### src/rtl/term_pkg.sv
package term_pkg;
  localparam int NUM_REGS = 4;
  localparam int IDX_W    = $clog2(NUM_REGS);
  localparam int BYTE_LSB = 2;

  localparam int BIT_RDY = 0;
  localparam int BIT_IE  = 1;
  localparam int BIT_OVR = 2;

  typedef enum logic [IDX_W-1:0] {
    REG_RXCTL = 2'd0,
    REG_RXDAT = 2'd1,
    REG_TXCTL = 2'd2,
    REG_TXDAT = 2'd3
  } reg_sel_e;

  typedef struct packed {
    logic rd_en;
    logic rd_rxctl;
    logic rd_rxdat;
    logic wr_rxctl;
    logic wr_txctl;
    logic wr_txdat;
  } acc_t;
endpackage

### src/rtl/term_decode.sv
module term_decode
  import term_pkg::*;
#(
  parameter int ADDR_W = 32,
  parameter logic [ADDR_W-1:0] BASE_ADDR = 32'hFFFF_0000
) (
  input  logic              bus_sel,
  input  logic              bus_we,
  input  logic [ADDR_W-1:0] bus_addr,
  output reg_sel_e          idx,
  output acc_t              acc
);
  localparam int TAG_LSB = IDX_W + BYTE_LSB;

  logic hit;
  logic [NUM_REGS-1:0] rd_hot;
  logic [NUM_REGS-1:0] wr_hot;
  logic unused_low;

  assign unused_low = &{1'b0, bus_addr[BYTE_LSB-1:0]};
  assign hit = bus_sel && (bus_addr[ADDR_W-1:TAG_LSB] == BASE_ADDR[ADDR_W-1:TAG_LSB]);
  assign idx = reg_sel_e'(bus_addr[TAG_LSB-1:BYTE_LSB]);

  for (genvar g = 0; g < NUM_REGS; g++) begin : g_hot
    assign rd_hot[g] = hit && !bus_we && (idx == reg_sel_e'(g));
    assign wr_hot[g] = hit &&  bus_we && (idx == reg_sel_e'(g));
  end

  assign acc.rd_en    = hit && !bus_we;
  assign acc.rd_rxctl = rd_hot[REG_RXCTL];
  assign acc.rd_rxdat = rd_hot[REG_RXDAT];
  assign acc.wr_rxctl = wr_hot[REG_RXCTL];
  assign acc.wr_txctl = wr_hot[REG_TXCTL];
  assign acc.wr_txdat = wr_hot[REG_TXDAT];

  logic unused_hot;
  assign unused_hot = &{1'b0, rd_hot[REG_TXCTL], rd_hot[REG_TXDAT], wr_hot[REG_RXDAT]};
endmodule

### src/rtl/term_rx.sv
module term_rx #(
  parameter int CHAR_W = 8
) (
  input  logic              clk,
  input  logic              rst_n,
  input  logic              kb_valid,
  input  logic [CHAR_W-1:0] kb_data,
  input  logic              rd_dat,
  input  logic              rd_ctl,
  input  logic              wr_ctl,
  input  logic              wr_ie,
  output logic              rdy,
  output logic              ie,
  output logic              ovr,
  output logic [CHAR_W-1:0] chr
);
  always_ff @(posedge clk or negedge rst_n) begin
    if (!rst_n) begin
      rdy <= 1'b0;
      ie  <= 1'b0;
      ovr <= 1'b0;
      chr <= '0;
    end else begin
      if (kb_valid) begin
        chr <= kb_data;
        rdy <= 1'b1;
      end else if (rd_dat) begin
        rdy <= 1'b0;
      end
      if (kb_valid && rdy && !rd_dat) ovr <= 1'b1;
      else if (rd_ctl)                ovr <= 1'b0;
      if (wr_ctl) ie <= wr_ie;
    end
  end
endmodule

### src/rtl/term_tx.sv
module term_tx #(
  parameter int CHAR_W = 8
) (
  input  logic              clk,
  input  logic              rst_n,
  input  logic              wr_ctl,
  input  logic              wr_ie,
  input  logic              wr_dat,
  input  logic [CHAR_W-1:0] wr_chr,
  input  logic              disp_ready,
  output logic              busy,
  output logic              ie,
  output logic [CHAR_W-1:0] chr
);
  always_ff @(posedge clk or negedge rst_n) begin
    if (!rst_n) begin
      busy <= 1'b0;
      ie   <= 1'b0;
      chr  <= '0;
    end else begin
      if (busy) begin
        if (disp_ready) busy <= 1'b0;
      end else if (wr_dat) begin
        busy <= 1'b1;
        chr  <= wr_chr;
      end
      if (wr_ctl) ie <= wr_ie;
    end
  end
endmodule

### src/rtl/term_mmio.sv
module term_mmio
  import term_pkg::*;
#(
  parameter int ADDR_W = 32,
  parameter int DATA_W = 32,
  parameter int CHAR_W = 8,
  parameter logic [ADDR_W-1:0] BASE_ADDR = 32'hFFFF_0000
) (
  input  logic              clk,
  input  logic              rst_n,
  input  logic              bus_sel,
  input  logic              bus_we,
  input  logic [ADDR_W-1:0] bus_addr,
  input  logic [DATA_W-1:0] bus_wdata,
  output logic [DATA_W-1:0] bus_rdata,
  input  logic              kb_valid,
  input  logic [CHAR_W-1:0] kb_data,
  output logic              disp_valid,
  output logic [CHAR_W-1:0] disp_data,
  input  logic              disp_ready,
  output logic              irq
);
  reg_sel_e          idx;
  acc_t              acc;
  logic              rx_rdy, rx_ie, rx_ovr;
  logic [CHAR_W-1:0] rx_chr;
  logic              tx_busy, tx_ie;
  logic              tx_rdy;

  term_decode #(.ADDR_W(ADDR_W), .BASE_ADDR(BASE_ADDR)) u_dec (
    .bus_sel (bus_sel),
    .bus_we  (bus_we),
    .bus_addr(bus_addr),
    .idx     (idx),
    .acc     (acc)
  );

  term_rx #(.CHAR_W(CHAR_W)) u_rx (
    .clk     (clk),
    .rst_n   (rst_n),
    .kb_valid(kb_valid),
    .kb_data (kb_data),
    .rd_dat  (acc.rd_rxdat),
    .rd_ctl  (acc.rd_rxctl),
    .wr_ctl  (acc.wr_rxctl),
    .wr_ie   (bus_wdata[BIT_IE]),
    .rdy     (rx_rdy),
    .ie      (rx_ie),
    .ovr     (rx_ovr),
    .chr     (rx_chr)
  );

  term_tx #(.CHAR_W(CHAR_W)) u_tx (
    .clk       (clk),
    .rst_n     (rst_n),
    .wr_ctl    (acc.wr_txctl),
    .wr_ie     (bus_wdata[BIT_IE]),
    .wr_dat    (acc.wr_txdat),
    .wr_chr    (bus_wdata[CHAR_W-1:0]),
    .disp_ready(disp_ready),
    .busy      (tx_busy),
    .ie        (tx_ie),
    .chr       (disp_data)
  );

  assign tx_rdy     = !tx_busy;
  assign disp_valid = tx_busy;
  assign irq        = (rx_ie && rx_rdy) || (tx_ie && tx_rdy);

  always_comb begin
    bus_rdata = '0;
    if (acc.rd_en) begin
      unique case (idx)
        REG_RXCTL: begin
          bus_rdata[BIT_RDY] = rx_rdy;
          bus_rdata[BIT_IE]  = rx_ie;
          bus_rdata[BIT_OVR] = rx_ovr;
        end
        REG_RXDAT: bus_rdata[CHAR_W-1:0] = rx_chr;
        REG_TXCTL: begin
          bus_rdata[BIT_RDY] = tx_rdy;
          bus_rdata[BIT_IE]  = tx_ie;
        end
        default: bus_rdata = '0;
      endcase
    end
  end

  logic unused_wdata;
  assign unused_wdata = &{1'b0, bus_wdata};
endmodule

### config.mk
export PLATFORM = sky130hd
export DESIGN_NAME = term_mmio
export DESIGN_NICKNAME = d
export VERILOG_FILES = /design/src/rtl/term_pkg.sv /design/src/rtl/term_decode.sv /design/src/rtl/term_rx.sv /design/src/rtl/term_tx.sv /design/src/rtl/term_mmio.sv
export SDC_FILE = /design/constraint.sdc
export NUM_CORES = 1
export LEC_CHECK = 0
export BUFFER_PORTS_ARGS = -buffer_cell sky130_fd_sc_hd__buf_4
export CORE_ASPECT_RATIO = 0.9
export CORE_MARGIN = 3
export CORE_UTILIZATION = 39
export DETAILED_ROUTE_END_ITERATION = 16
export PLACE_DENSITY = 0.85
export REMOVE_ABC_BUFFERS = 1
export SYNTH_ARGS = -nofsm -noshare
export SYNTH_HDL_FRONTEND = slang
export SYNTH_SLANG_ARGS = --single-unit
### constraint.sdc
create_clock -name clk -period 5.9 [get_ports clk]
set_clock_uncertainty 0.05 [all_clocks]
set_input_delay 1.18 -clock clk [delete_from_list [all_inputs] [get_ports clk]]
set_output_delay 1.18 -clock clk [all_outputs]
set_load 0.005 [all_outputs]
# == Word-level counts from Yosys, hierarchy flattened ==
# Index checks and enable logic that the tools add are counted.
# op_classes
addsub,0
n_mul,0
div_mod_pow,0
n_lt_le_gt_ge,0
eq_ne,4
n_shift,0
mux,11
bitwise,1
n_reduce_logical,20
# ops
operator,count
equality test 28 bit (second input constant),1
logical AND 1 bit,12
2-to-1 mux 8 bit,1
2-to-1 mux 1 bit,7
one-hot mux 2 bit (3 select lines),1
2-to-1 mux 5 bit,1
equality test 2 bit (second input constant),2
nonzero test 2 bit,2
zero test 1 bit,3
equality test 2 x 1 -> 1 bit (second input constant),1
zero test 2 bit,1
one-hot mux 1 bit (2 select lines),1
AND reduction 2 bit,1
logical OR 1 bit,1
inverter 1 bit,1
# totals
ff_bits,21
latchBits,0
ram_bits,0
romBits,0
in_bits,78
output_inout_bits,42
word_cells,43
memories,0

# == Longest topological paths before layout ==
# Gate-level depths: netlist of the first run.
# logic_depth
ltp_word,7
mapped_depth,5
ltp_nobuf,4

# == By module ==
# From an unflattened synthesis of the first run, not the netlist that was laid out.
# unflattened
hier_cells,114
area_unflattened_um2,1320.0
# modules_own_cells
mod,n_inst,cells_per_inst,area_each_um2,seq_area_each_um2
term_rx,1,25,444.2,275.3
term_tx,1,23,410.4,250.2
term_mmio,1,43,305.3,0.0
term_decode,1,23,160.2,0.0

# == Worst setup path after synthesis of the first run ==
# No wires, ideal clock.
# synth_path
path_kind,input to output
from,in bus_addr[4]
to,out bus_rdata[2]
t_arrival_ns,2.454
t_required_ns,4.670
slack_ns,2.216
path_stages,4
path_buffers,0
cell_sequence,nand4b_1 > or4_1 > or2_2 > nor3_1
# synth_via
elab_chain_cells,4
# synth_lines
element,line_no,text
"start, declared",term_mmio.sv:13,"input logic [ADDR_W-1:0] bus_addr,"
equality test 28 bit,term_decode.sv:21,assign hit = bus_sel && (bus_addr[ADDR_W-1:TAG_LSB] == BASE_ADDR[ADDR_W-1:TAG_LSB]);
logical AND 1 bit,term_decode.sv:21,
logical AND 1 bit,term_decode.sv:29,assign acc.rd_en = hit && !bus_we;
2-to-1 mux 8 bit,term_mmio.sv:72,if (acc.rd_en) begin
"end, declared",term_mmio.sv:15,"output logic [DATA_W-1:0] bus_rdata,"
# Every way passes these cells.

# == Worst setup path after layout of the first run ==
# layout_path
from,in bus_addr[4]
to,out bus_rdata[5]
# The elaborated chain is that of the path after synthesis.

==> results of run 1 <==
synthesized netlist by cell type:
cell                        count  share of area (%)
sky130_fd_sc_hd__and3_1         1               0.50
sky130_fd_sc_hd__mux2_2        18                 16
sky130_fd_sc_hd__nand4bb_1      1               0.90
sky130_fd_sc_hd__and4bb_4       1                1.3
sky130_fd_sc_hd__mux2i_1        3                2.4
sky130_fd_sc_hd__inv_1          3               0.90
sky130_fd_sc_hd__buf_4         24                 14
sky130_fd_sc_hd__nor3_1         2               0.80
sky130_fd_sc_hd__nor4_1         2                1.0
sky130_fd_sc_hd__nor4_2         2                2.0
sky130_fd_sc_hd__and2_1         5                2.5
sky130_fd_sc_hd__or2_2          1               0.50
sky130_fd_sc_hd__or4b_1         1               0.80
sky130_fd_sc_hd__dfrtp_1       21                 42
sky130_fd_sc_hd__clkbuf_1       2               0.60
sky130_fd_sc_hd__conb_1         1               0.30
sky130_fd_sc_hd__nand4_4        1                1.7
sky130_fd_sc_hd__nand2_1        2               0.60
sky130_fd_sc_hd__o21ai_0        2               0.80
sky130_fd_sc_hd__nand4_1        4                2.0
sky130_fd_sc_hd__o21bai_1       1               0.60
sky130_fd_sc_hd__or4_1          1               0.60
sky130_fd_sc_hd__a22o_1         1               0.70
sky130_fd_sc_hd__nand3b_1       1               0.60
sky130_fd_sc_hd__nor2_1         7                2.1
sky130_fd_sc_hd__a21oi_1        3                1.2
sky130_fd_sc_hd__nand4b_1       2                1.4
sky130_fd_sc_hd__nor2b_1        1               0.50
per-stage QoR:
step	instance area (µm²)	hold slack [ps]	power, W	setup WS [ps]	util, %
floorplan	1149	422.0	0.0001689	2216	-
global placement	1717	431.7	0.0002005	1830	59.09
detailed placement	1717	438.1	0.0002027	1795	59.09
CTS	1744	464.5	0.0002706	1736	60.03
global route	1744	493.2	0.0002824	1591	60.03
finish	1744	456.9	0.0002665	1762	60.03
power by group through the flow:
stage               registers [W]  clock network, W  logic [W]
floorplan                0.000154                 0  0.0000151
global placement         0.000154                 0  0.0000460
detailed placement       0.000155                 0  0.0000480
CTS                      0.000152         0.0000707  0.0000480
global route             0.000153         0.0000765  0.0000532
finish                   0.000152         0.0000669  0.0000479
cells in the final DEF, fill, tap and decap left out:
cell,synthesis,layout
sky130_fd_sc_hd__buf_4,24,69
sky130_fd_sc_hd__conb_1,1,24
sky130_fd_sc_hd__dfrtp_1,21,21
sky130_fd_sc_hd__mux2_2,18,18
sky130_fd_sc_hd__nor2_1,7,7
sky130_fd_sc_hd__and2_1,5,5
sky130_fd_sc_hd__nand4_1,4,4
sky130_fd_sc_hd__inv_1,3,3
sky130_fd_sc_hd__mux2i_1,3,3
sky130_fd_sc_hd__a21oi_1,3,3
sky130_fd_sc_hd__clkbuf_4,0,3
sky130_fd_sc_hd__nand4b_1,2,2
sky130_fd_sc_hd__nor4_1,2,2
sky130_fd_sc_hd__nor3_1,2,2
sky130_fd_sc_hd__nor4_2,2,2
sky130_fd_sc_hd__o21ai_0,2,2
sky130_fd_sc_hd__nand2_1,2,2
sky130_fd_sc_hd__nand3b_1,1,1
sky130_fd_sc_hd__or4_1,1,1
sky130_fd_sc_hd__or4b_1,1,1
sky130_fd_sc_hd__nand4bb_1,1,1
sky130_fd_sc_hd__or2_2,1,1
sky130_fd_sc_hd__nor2b_1,1,1
sky130_fd_sc_hd__a22o_1,1,1
sky130_fd_sc_hd__and3_1,1,1
sky130_fd_sc_hd__and4bb_4,1,1
sky130_fd_sc_hd__nand4_4,1,1
sky130_fd_sc_hd__o21bai_1,1,1
sky130_fd_sc_hd__clkinv_2,0,1
sequential cells by signal (all words and copies together), names as in the netlist:
register	flops
u_tx.ie	1
u_rx.rdy	1
u_rx.ovr	1
u_tx.busy	1
u_rx.ie	1
u_tx.chr	8
u_rx.chr	8
how the worst min path moves through the flow:
stage | start | end | slack, ps | depth (start not counted)
detailed placement | u_rx.chr[3] | u_rx.chr[3] | 440 | 1
CTS | u_rx.chr[3] | u_rx.chr[3] | 460 | 1
floorplan | u_rx.chr[3] | u_rx.chr[3] | 420 | 1
finish | u_rx.chr[3] | u_rx.chr[3] | 460 | 1
global placement | u_rx.chr[5] | u_rx.chr[5] | 430 | 1
global route | u_rx.chr[0] | u_rx.chr[0] | 490 | 1
metal layers:
layer / wire length, µm / part of all wire, %
met4: 21 / 0.72
met3: 524 / 18
met5: 0 / 0
met2: 1426 / 49
met1: 960 / 33
final cells by class:
| class | instances | area (µm²) | area share, % |
|---|---|---|---|
| clock buffers | 3 | 22.52 | 1.291 |
| clock inverters | 1 | 5.005 | 0.2869 |
| inverters | 3 | 11.26 | 0.6456 |
| multi-input cells | 87 | 611.8 | 35.08 |
| flip-flops and latches | 21 | 525.5 | 30.13 |
| well taps | 40 | 50.05 | 2.869 |
| repair buffers | 69 | 518.0 | 29.70 |
logic make-up (layout without fill, tap and decap cells):
group,Yosys count,count (layout),synth area share (%)
AOI/OAI and AO/OA,7,7,3.303
buffers and inverters,29,76,15.92
DFF,21,21,42.04
muxes,21,21,18.62
other,1,24,0.3000
and+or+nand+nor,35,35,19.82
==> impl_table.tex, run 1 <==
\begin{tabular}{lr}
\hline
Metric & Value \\
\hline
\multicolumn{2}{l}{\textbf{Route}} \\
\quad Post-detailed-route wirelength per cell & 13.09 µm \\
\quad Total wire length & 2933 µm \\
\quad Number of design-rule violations left by the first detailed-router iteration & 6 \\
\quad Antenna-violating nets left & 0 \\
\quad Total iterations of the first detailed-routing run & 2 \\
\quad Via count normalized by instance count & 4.594 \\
\quad Via count & 1029 \\
\quad Final routed DRC violation total & 0 \\
\multicolumn{2}{l}{\textbf{STA}} \\
\quad Number of hold violations in the final report & 0 \\
\quad RSZ-0062 raised after global routing & no \\
\quad Final worst-path cycle share & 70.14\% \\
\quad Peak Freq & 241.6 MHz \\
\quad Setup tns final & 0 ps \\
\quad Max-slew violation total from the final report & 0 \\
\quad Post-layout minimum cycle time & 4138 ps \\
\quad Transition time at the pin with the least slew margin & 530.0 ps \\
\quad Relative slew slack & 64.37\% \\
\quad Count of final setup violators & 0 \\
\multicolumn{2}{l}{\textbf{Layout}} \\
\quad Filler instances & 249 \\
\quad Non-Filler Instances & 224 \\
\quad Fraction of final layout cells with drive strength greater than 1 & 52.17\% \\
\quad Synthesis-to-finish area growth & 39.54\% \\
\quad Fin nets & 263 \\
\quad Antenna diode count & 0 \\
\multicolumn{2}{l}{\textbf{Clocking}} \\
\quad Post-cts repair resize count & 0 \\
\quad Hold bufs inserted after CTS & 0 \\
\quad Clock-pin transition on the worst setup and hold timing paths & 110 ps \\
\quad CTS tree & built \\
\quad Clk sink count & 21 \\
\quad TritonCTS buffer count & 3 \\
\quad Buffer type at the clock tree root & sky130\_fd\_sc\_hd\_\_clkbuf\_4 \\
\quad Clock Latency Late Sink & 300 ps \\
\quad Number of setup buffers added after CTS & 0 \\
\quad Htree depth & 1 \\
\quad Deepest clock path buffer count & 2 \\
\multicolumn{2}{l}{\textbf{Setup path}} \\
\quad CP max stage cell & sky130\_fd\_sc\_hd\_\_or4\_1 \\
\quad Cell-by-cell listing of the critical path & buf\_4, nand4b\_1, or4\_1, nor4\_2, and2\_1, buf\_4 \\
\quad Worst r2r src & u\_tx.busy \\
\quad Reg-to-reg setup timing slack & between 4000 and 5000 ps \\
\quad Kind of critical path & primary input to output pin \\
\quad Delay-heaviest family, CP & simple AND/OR/NAND/NOR gates \\
\quad Most numerous cell on the critical path & sky130\_fd\_sc\_hd\_\_buf\_4 \\
\quad Capture point of the critical path & bus\_rdata[5] \\
\quad Crit path from & bus\_addr[4] \\
\quad Delay of the slowest cell on the worst path & 590 ps \\
\quad End of the worst register-to-register path & u\_tx.chr[6] \\
\quad WP buf/inv & 2 \\
\quad Type of destination of the critical path & output pin \\
\quad Critical path depth & 6 \\
\quad Worst reg2reg path depth & 4 \\
\quad WP data arrival & about 2900 ps \\
\quad Critical-path maximum fanout & 6 \\
\quad Startpoint type of the worst setup path & primary input \\
\quad Data required time of the worst path & 4670 ps \\
\multicolumn{2}{l}{\textbf{Die}} \\
\quad I/O pins & 120 \\
\quad Die X-Extent & 65.68 µm \\
\quad Die Height & 59.71 µm \\
\quad Area of the core & 2905 µm² \\
\quad Row cnt & 18 \\
\quad Effective utilization at floorplan & about 43\% \\
\quad Full die area & 3921 µm² \\
\multicolumn{2}{l}{\textbf{Flow run}} \\
\quad Max-cap violations & 0 \\
\multicolumn{2}{l}{\textbf{Pwr}} \\
\quad Sequential Power Share & a little under three fifths \\
\quad Leakage dissipation & 0.9108 nW \\
\quad Cell Int Power & 0.0002042 W \\
\quad Portion of total power attributed to the clock network & about 25\% \\
\quad Pwr dens & $\sim$150 nW/µm² \\
\quad Share of total power in combinational logic & 18.0\% \\
\quad Peak VDD IR & about 0.14 mV \\
\quad Power dissipated by switching net loads & 0.00006234 W \\
\quad Switching Share & 23.39\% \\
\multicolumn{2}{l}{\textbf{GRT}} \\
\quad Grt met3 use & a little under 7\% \\
\quad Initial antenna violation count & 0 \\
\quad Via count of the first global-routing pass & approximately 1100 \\
\quad Total global-route track usage & 14.42\% \\
\quad Maximum number of pins on one net before global-route repair & 22 \\
\quad Met1 routing resource usage after global routing & between 10\% and 20\% \\
\quad First-pass GRT wire length & 4471 µm \\
\quad Final global-route overflow total & 0 \\
\quad Met2 usage in global routing & around a quarter \\
\quad Busiest grt layer & met2 \\
\multicolumn{2}{l}{\textbf{Synth}} \\
\quad Number of synthesized register bits & 21 \\
\quad Register area share after synthesis & 42.04\% \\
\quad Number of warnings issued by yosys & 0 \\
\quad Synth Cell Area & 1250 µm² \\
\quad Synthesized instance count & 114 \\
\quad Number of unique standard cell types used by synthesis & 28 \\
\quad Per-instance average area after synthesis & between 10 and 15 µm² \\
\multicolumn{2}{l}{\textbf{Worst hold path}} \\
\quad Hold Crit Class & flop to flop \\
\multicolumn{2}{l}{\textbf{Placed design}} \\
\quad Post-placement cell count & 220 \\
\quad Placer Congestion & 0.6702 \\
\quad Post-DP HPWL & $\sim$2500 µm \\
\quad Number of buffers inserted by port buffering & 69 \\
\multicolumn{2}{l}{\textbf{Run status}} \\
\quad Status & complete, no violations \\
\hline
\end{tabular}
Power figures use the tool's default switching activity.
==> inputs of run 2 (changes only) <==
Settings changed: ABC_AREA set to 1, CORE_UTILIZATION 39 to 35, PLACE_DENSITY 0.85 to 0.77.
Clock period 5.9 ns to 3.5 ns, I/O delays scaled along.
==> impl_table.tex, run 2 <==
\begin{tabular}{lr}
\hline
Metric & Value \\
\hline
\multicolumn{2}{l}{\textbf{Run status}} \\
\quad Status & complete, no violations \\
\multicolumn{2}{l}{\textbf{Clocking}} \\
\quad Hold bufs inserted after CTS & 0 (unchanged) \\
\quad Clock Latency Late Sink & 260 ps (-40 ps) \\
\quad Clock-pin transition on the worst setup and hold timing paths & 70 ps (-40 ps) \\
\quad Clk sink count & 21 (unchanged) \\
\quad Deepest clock path buffer count & 2 (unchanged) \\
\quad Htree depth & 1 (unchanged) \\
\quad Post-cts repair resize count & 0 (unchanged) \\
\quad CTS tree & built \\
\quad TritonCTS buffer count & 3 (unchanged) \\
\quad Buffer type at the clock tree root & sky130\_fd\_sc\_hd\_\_clkbuf\_8 \\
\quad Number of setup buffers added after CTS & 0 (unchanged) \\
\multicolumn{2}{l}{\textbf{Die}} \\
\quad I/O pins & 120 (unchanged) \\
\quad Area of the core & 3836 µm² (+32\%) \\
\quad Full die area & 4941 µm² (+26\%) \\
\quad Die Height & 66.99 µm (+12\%) \\
\quad Die X-Extent & 73.76 µm (+12\%) \\
\quad Row cnt & 21 (+3) \\
\quad Effective utilization at floorplan & 37.70\% (-5.3 points) \\
\multicolumn{2}{l}{\textbf{Route}} \\
\quad Post-detailed-route wirelength per cell & 10.25 µm (-22\%) \\
\quad Total iterations of the first detailed-routing run & 4 (+2) \\
\quad Total wire length & 3402 µm (+16\%) \\
\quad Via count & 1441 (+40\%) \\
\quad Number of design-rule violations left by the first detailed-router iteration & 49 (+43) \\
\quad Via count normalized by instance count & 4.340 (-5.5\%) \\
\quad Final routed DRC violation total & 0 (unchanged) \\
\quad Antenna-violating nets left & 0 (unchanged) \\
\multicolumn{2}{l}{\textbf{Pwr}} \\
\quad Peak VDD IR & 0.2639 mV (+88\%) \\
\quad Sequential Power Share & 50.1\% (-6.8 points) \\
\quad Leakage dissipation & 1.162 nW (+28\%) \\
\quad Share of total power in combinational logic & 19.1\% (+1.1 points) \\
\quad Switching Share & 24.80\% (+1.4 points) \\
\quad Pwr dens & 257.9 nW/µm² (+69\%) \\
\quad Portion of total power attributed to the clock network & 30.8\% (+5.7 points) \\
\quad Power dissipated by switching net loads & 0.0001254 W (+100\%) \\
\quad Cell Int Power & 0.0003803 W (+86\%) \\
\multicolumn{2}{l}{\textbf{GRT}} \\
\quad Busiest grt layer & met2 \\
\quad Maximum number of pins on one net before global-route repair & 22 (unchanged) \\
\quad Via count of the first global-routing pass & 1287 (+21\%) \\
\quad First-pass GRT wire length & 5278 µm (+18\%) \\
\quad Met2 usage in global routing & 22.46\% (-4.0 points) \\
\quad Grt met3 use & 4.072\% (-2.9 points) \\
\quad Met1 routing resource usage after global routing & 17.42\% (+2.8 points) \\
\quad Initial antenna violation count & 0 (unchanged) \\
\quad Final global-route overflow total & 0 (unchanged) \\
\quad Total global-route track usage & 13.58\% (-0.84 points) \\
\multicolumn{2}{l}{\textbf{Synth}} \\
\quad Most frequently used flop master after synthesis & sky130\_fd\_sc\_hd\_\_dfrtp\_1 \\
\quad Most used standard cell by instance count after synthesis & sky130\_fd\_sc\_hd\_\_nand2\_1 \\
\quad Number of synthesized flops with an enable pin & 0 (unchanged) \\
\quad Synthesized instance count & 216 (+89\%) \\
\quad Synth Cell Area & 1446 µm² (+16\%) \\
\quad Number of unique standard cell types used by synthesis & 19 (-32\%) \\
\quad Number of warnings issued by yosys & 0 (unchanged) \\
\quad Cell taking the most area after synthesis & sky130\_fd\_sc\_hd\_\_dfrtp\_1 \\
\quad Top post-synthesis cells by count & 70 x sky130\_fd\_sc\_hd\_\_nand2\_1, 34 x sky130\_fd\_sc\_hd\_\_inv\_1, 26 x sky130\_fd\_sc\_hd\_\_nor2\_1 \\
\quad Synth top area cells & sky130\_fd\_sc\_hd\_\_dfrtp\_1 36\%, sky130\_fd\_sc\_hd\_\_nand2\_1 18\%, sky130\_fd\_sc\_hd\_\_buf\_4 12\% \\
\quad Register area share after synthesis & 36.33\% (-5.7 points) \\
\quad Number of synthesized register bits & 21 (unchanged) \\
\quad Area fraction of the dominant cell type after synthesis & 36.33\% (-5.7 points) \\
\quad Share of synthesized flip-flops with an asynchronous set or reset & 100.0\% (unchanged) \\
\quad Per-instance average area after synthesis & 6.696 µm² (-39\%) \\
\multicolumn{2}{l}{\textbf{Setup path}} \\
\quad Critical-path maximum fanout & 15 (+9) \\
\quad Startpoint type of the worst setup path & primary input \\
\quad Worst reg2reg path depth & 4 (unchanged) \\
\quad Reg-to-reg setup timing slack & 2170 ps (-2330 ps) \\
\quad Kind of critical path & primary input to output pin \\
\quad WP buf/inv & 3 (+1) \\
\quad WP data arrival & 1880 ps (-1030 ps) \\
\quad End of the worst register-to-register path & u\_tx.chr[7] \\
\quad CP max stage cell & sky130\_fd\_sc\_hd\_\_buf\_4 \\
\quad Worst r2r src & u\_tx.busy \\
\quad Crit path from & bus\_addr[15] \\
\quad Cell-by-cell listing of the critical path & buf\_4, nor2\_1, nand2\_1, nor2\_1, nand2\_1, nor2\_4, buf\_4, nand2\_1, nor2\_1, buf\_4 \\
\quad Delay-heaviest family, CP & simple AND/OR/NAND/NOR gates \\
\quad Critical path depth & 10 (+4) \\
\quad Type of destination of the critical path & output pin \\
\quad Data required time of the worst path & 2750 ps (-1920 ps) \\
\quad Delay of the slowest cell on the worst path & 210 ps (-380 ps) \\
\multicolumn{2}{l}{\textbf{Layout}} \\
\quad Non-Filler Instances & 332 (+48\%) \\
\quad Antenna diode count & 0 (unchanged) \\
\quad Fin nets & 365 (+39\%) \\
\quad Filler instances & 394 (+58\%) \\
\quad Biggest regs & u\_rx.chr (8), u\_tx.chr (8) \\
\quad Synthesis-to-finish area growth & 35.55\% \\
\quad Fraction of final layout cells with drive strength greater than 1 & 27.27\% (-25 points) \\
\quad Top library cells by usage in the layout, fill and taps aside & 70 x sky130\_fd\_sc\_hd\_\_nand2\_1, 70 x sky130\_fd\_sc\_hd\_\_buf\_4, 34 x sky130\_fd\_sc\_hd\_\_inv\_1 \\
\multicolumn{2}{l}{\textbf{STA}} \\
\quad Peak Freq & between 300 and 400 MHz \\
\quad Final worst-path cycle share & 75.10\% \\
\quad Setup tns final & 0 ps (unchanged) \\
\quad Number of hold violations in the final report & 0 (unchanged) \\
\quad Fin Hold WS & 257.5 ps (-199.3 ps) \\
\quad Max-slew violation total from the final report & 0 (unchanged) \\
\quad Post-layout minimum cycle time & between 2000 and 3000 ps \\
\quad RSZ-0062 raised after global routing & no \\
\quad Count of final setup violators & 0 (unchanged) \\
\multicolumn{2}{l}{\textbf{Placed design}} \\
\quad Post-DP HPWL & 2815 µm (+12\%) \\
\quad Placer Congestion & 0.8226 (+23\%) \\
\quad Number of buffers inserted by port buffering & 69 (unchanged) \\
\quad Post-placement cell count & 328 (+49\%) \\
\multicolumn{2}{l}{\textbf{Flow run}} \\
\quad Max-cap violations & 0 (unchanged) \\
\multicolumn{2}{l}{\textbf{Worst hold path}} \\
\quad Hold Crit Class & primary input to asynchronous set/reset pin \\
\hline
\end{tabular}
-- run 2: changes by cell type after synthesis, moves of 5 or more --
cell	before	now
sky130_fd_sc_hd__and2_1	5	0
sky130_fd_sc_hd__inv_1	3	34
sky130_fd_sc_hd__mux2_2	18	0
sky130_fd_sc_hd__nand2_1	2	70
sky130_fd_sc_hd__nand4_1	4	14
sky130_fd_sc_hd__nor2_1	7	26
sky130_fd_sc_hd__o21ai_0	2	9
-- run 2: cell type report --
type                    instances  area (µm²)  share of cell area (%)
multi-input cells             157       679.4                   34.65
inverters                      34       127.6                   6.509
flip-flops and latches         21       525.5                   26.80
repair buffers                 70       525.5                   26.80
clock buffers                   4       45.04                   2.297
well taps                      46       57.56                   2.936
-- run 2: worst register-to-register path, cell delays in order (launching register included) --
cell and delay [ps]:
sky130_fd_sc_hd__dfrtp_1 430, sky130_fd_sc_hd__nor2_2 340, sky130_fd_sc_hd__nand3_2 240, sky130_fd_sc_hd__nand2_1 110
sky130_fd_sc_hd__nand2_1 50
-- run 2: stage by stage --
stage | area (µm²) | util, % | setup slack, ps | total power (W)
2_1_floorplan | 1333 | - | 1156 | 0.0002921
3_3_place_gp | 1916 | 49.93 | 912.0 | 0.0003521
3_5_place_dp | 1916 | 49.93 | 910.4 | 0.0003549
4_1_cts | 1961 | 51.11 | 899.1 | 0.0005130
5_1_grt | 1961 | 51.11 | 730.6 | 0.0005419
6_report | 1961 | 51.11 | 871.5 | 0.0005057
-- run 2: cells by family (layout without fill, tap and decap cells) --
family / after synthesis / in the layout / synth area share [%]
buffers and inverters: 61 / 108 / 22.66
and+or+nand+nor: 120 / 120 / 36.07
DFF: 21 / 21 / 36.33
other: 1 / 24 / 0.2593
AOI/OAI and AO/OA: 13 / 13 / 4.671
-- run 2: power by group through the flow --
stage / Sequential [W] / Clock [W] / Combinational [W]
floorplan: 0.000257 / 0 / 0.0000349
global placement: 0.000258 / 0 / 0.0000946
detailed placement: 0.000258 / 0 / 0.0000967
CTS: 0.000253 / 0.000163 / 0.0000969
global route: 0.000254 / 0.000177 / 0.000111
finish: 0.000253 / 0.000156 / 0.0000966
-- run 2: worst max-delay path by stage --
stage	end	slack (ps)
floorplan	bus_rdata[3]	1160
CTS	bus_rdata[1]	900
global route	bus_rdata[1]	730
global placement	bus_rdata[1]	910
detailed placement	bus_rdata[1]	910
finish	bus_rdata[0]	870
-- run 2: metal layers --
layer,wire length (µm),up-vias
met5,0,-
met4,21,0
met3,262,5
met2,1680,44
met1,1437,635
li1,-,757
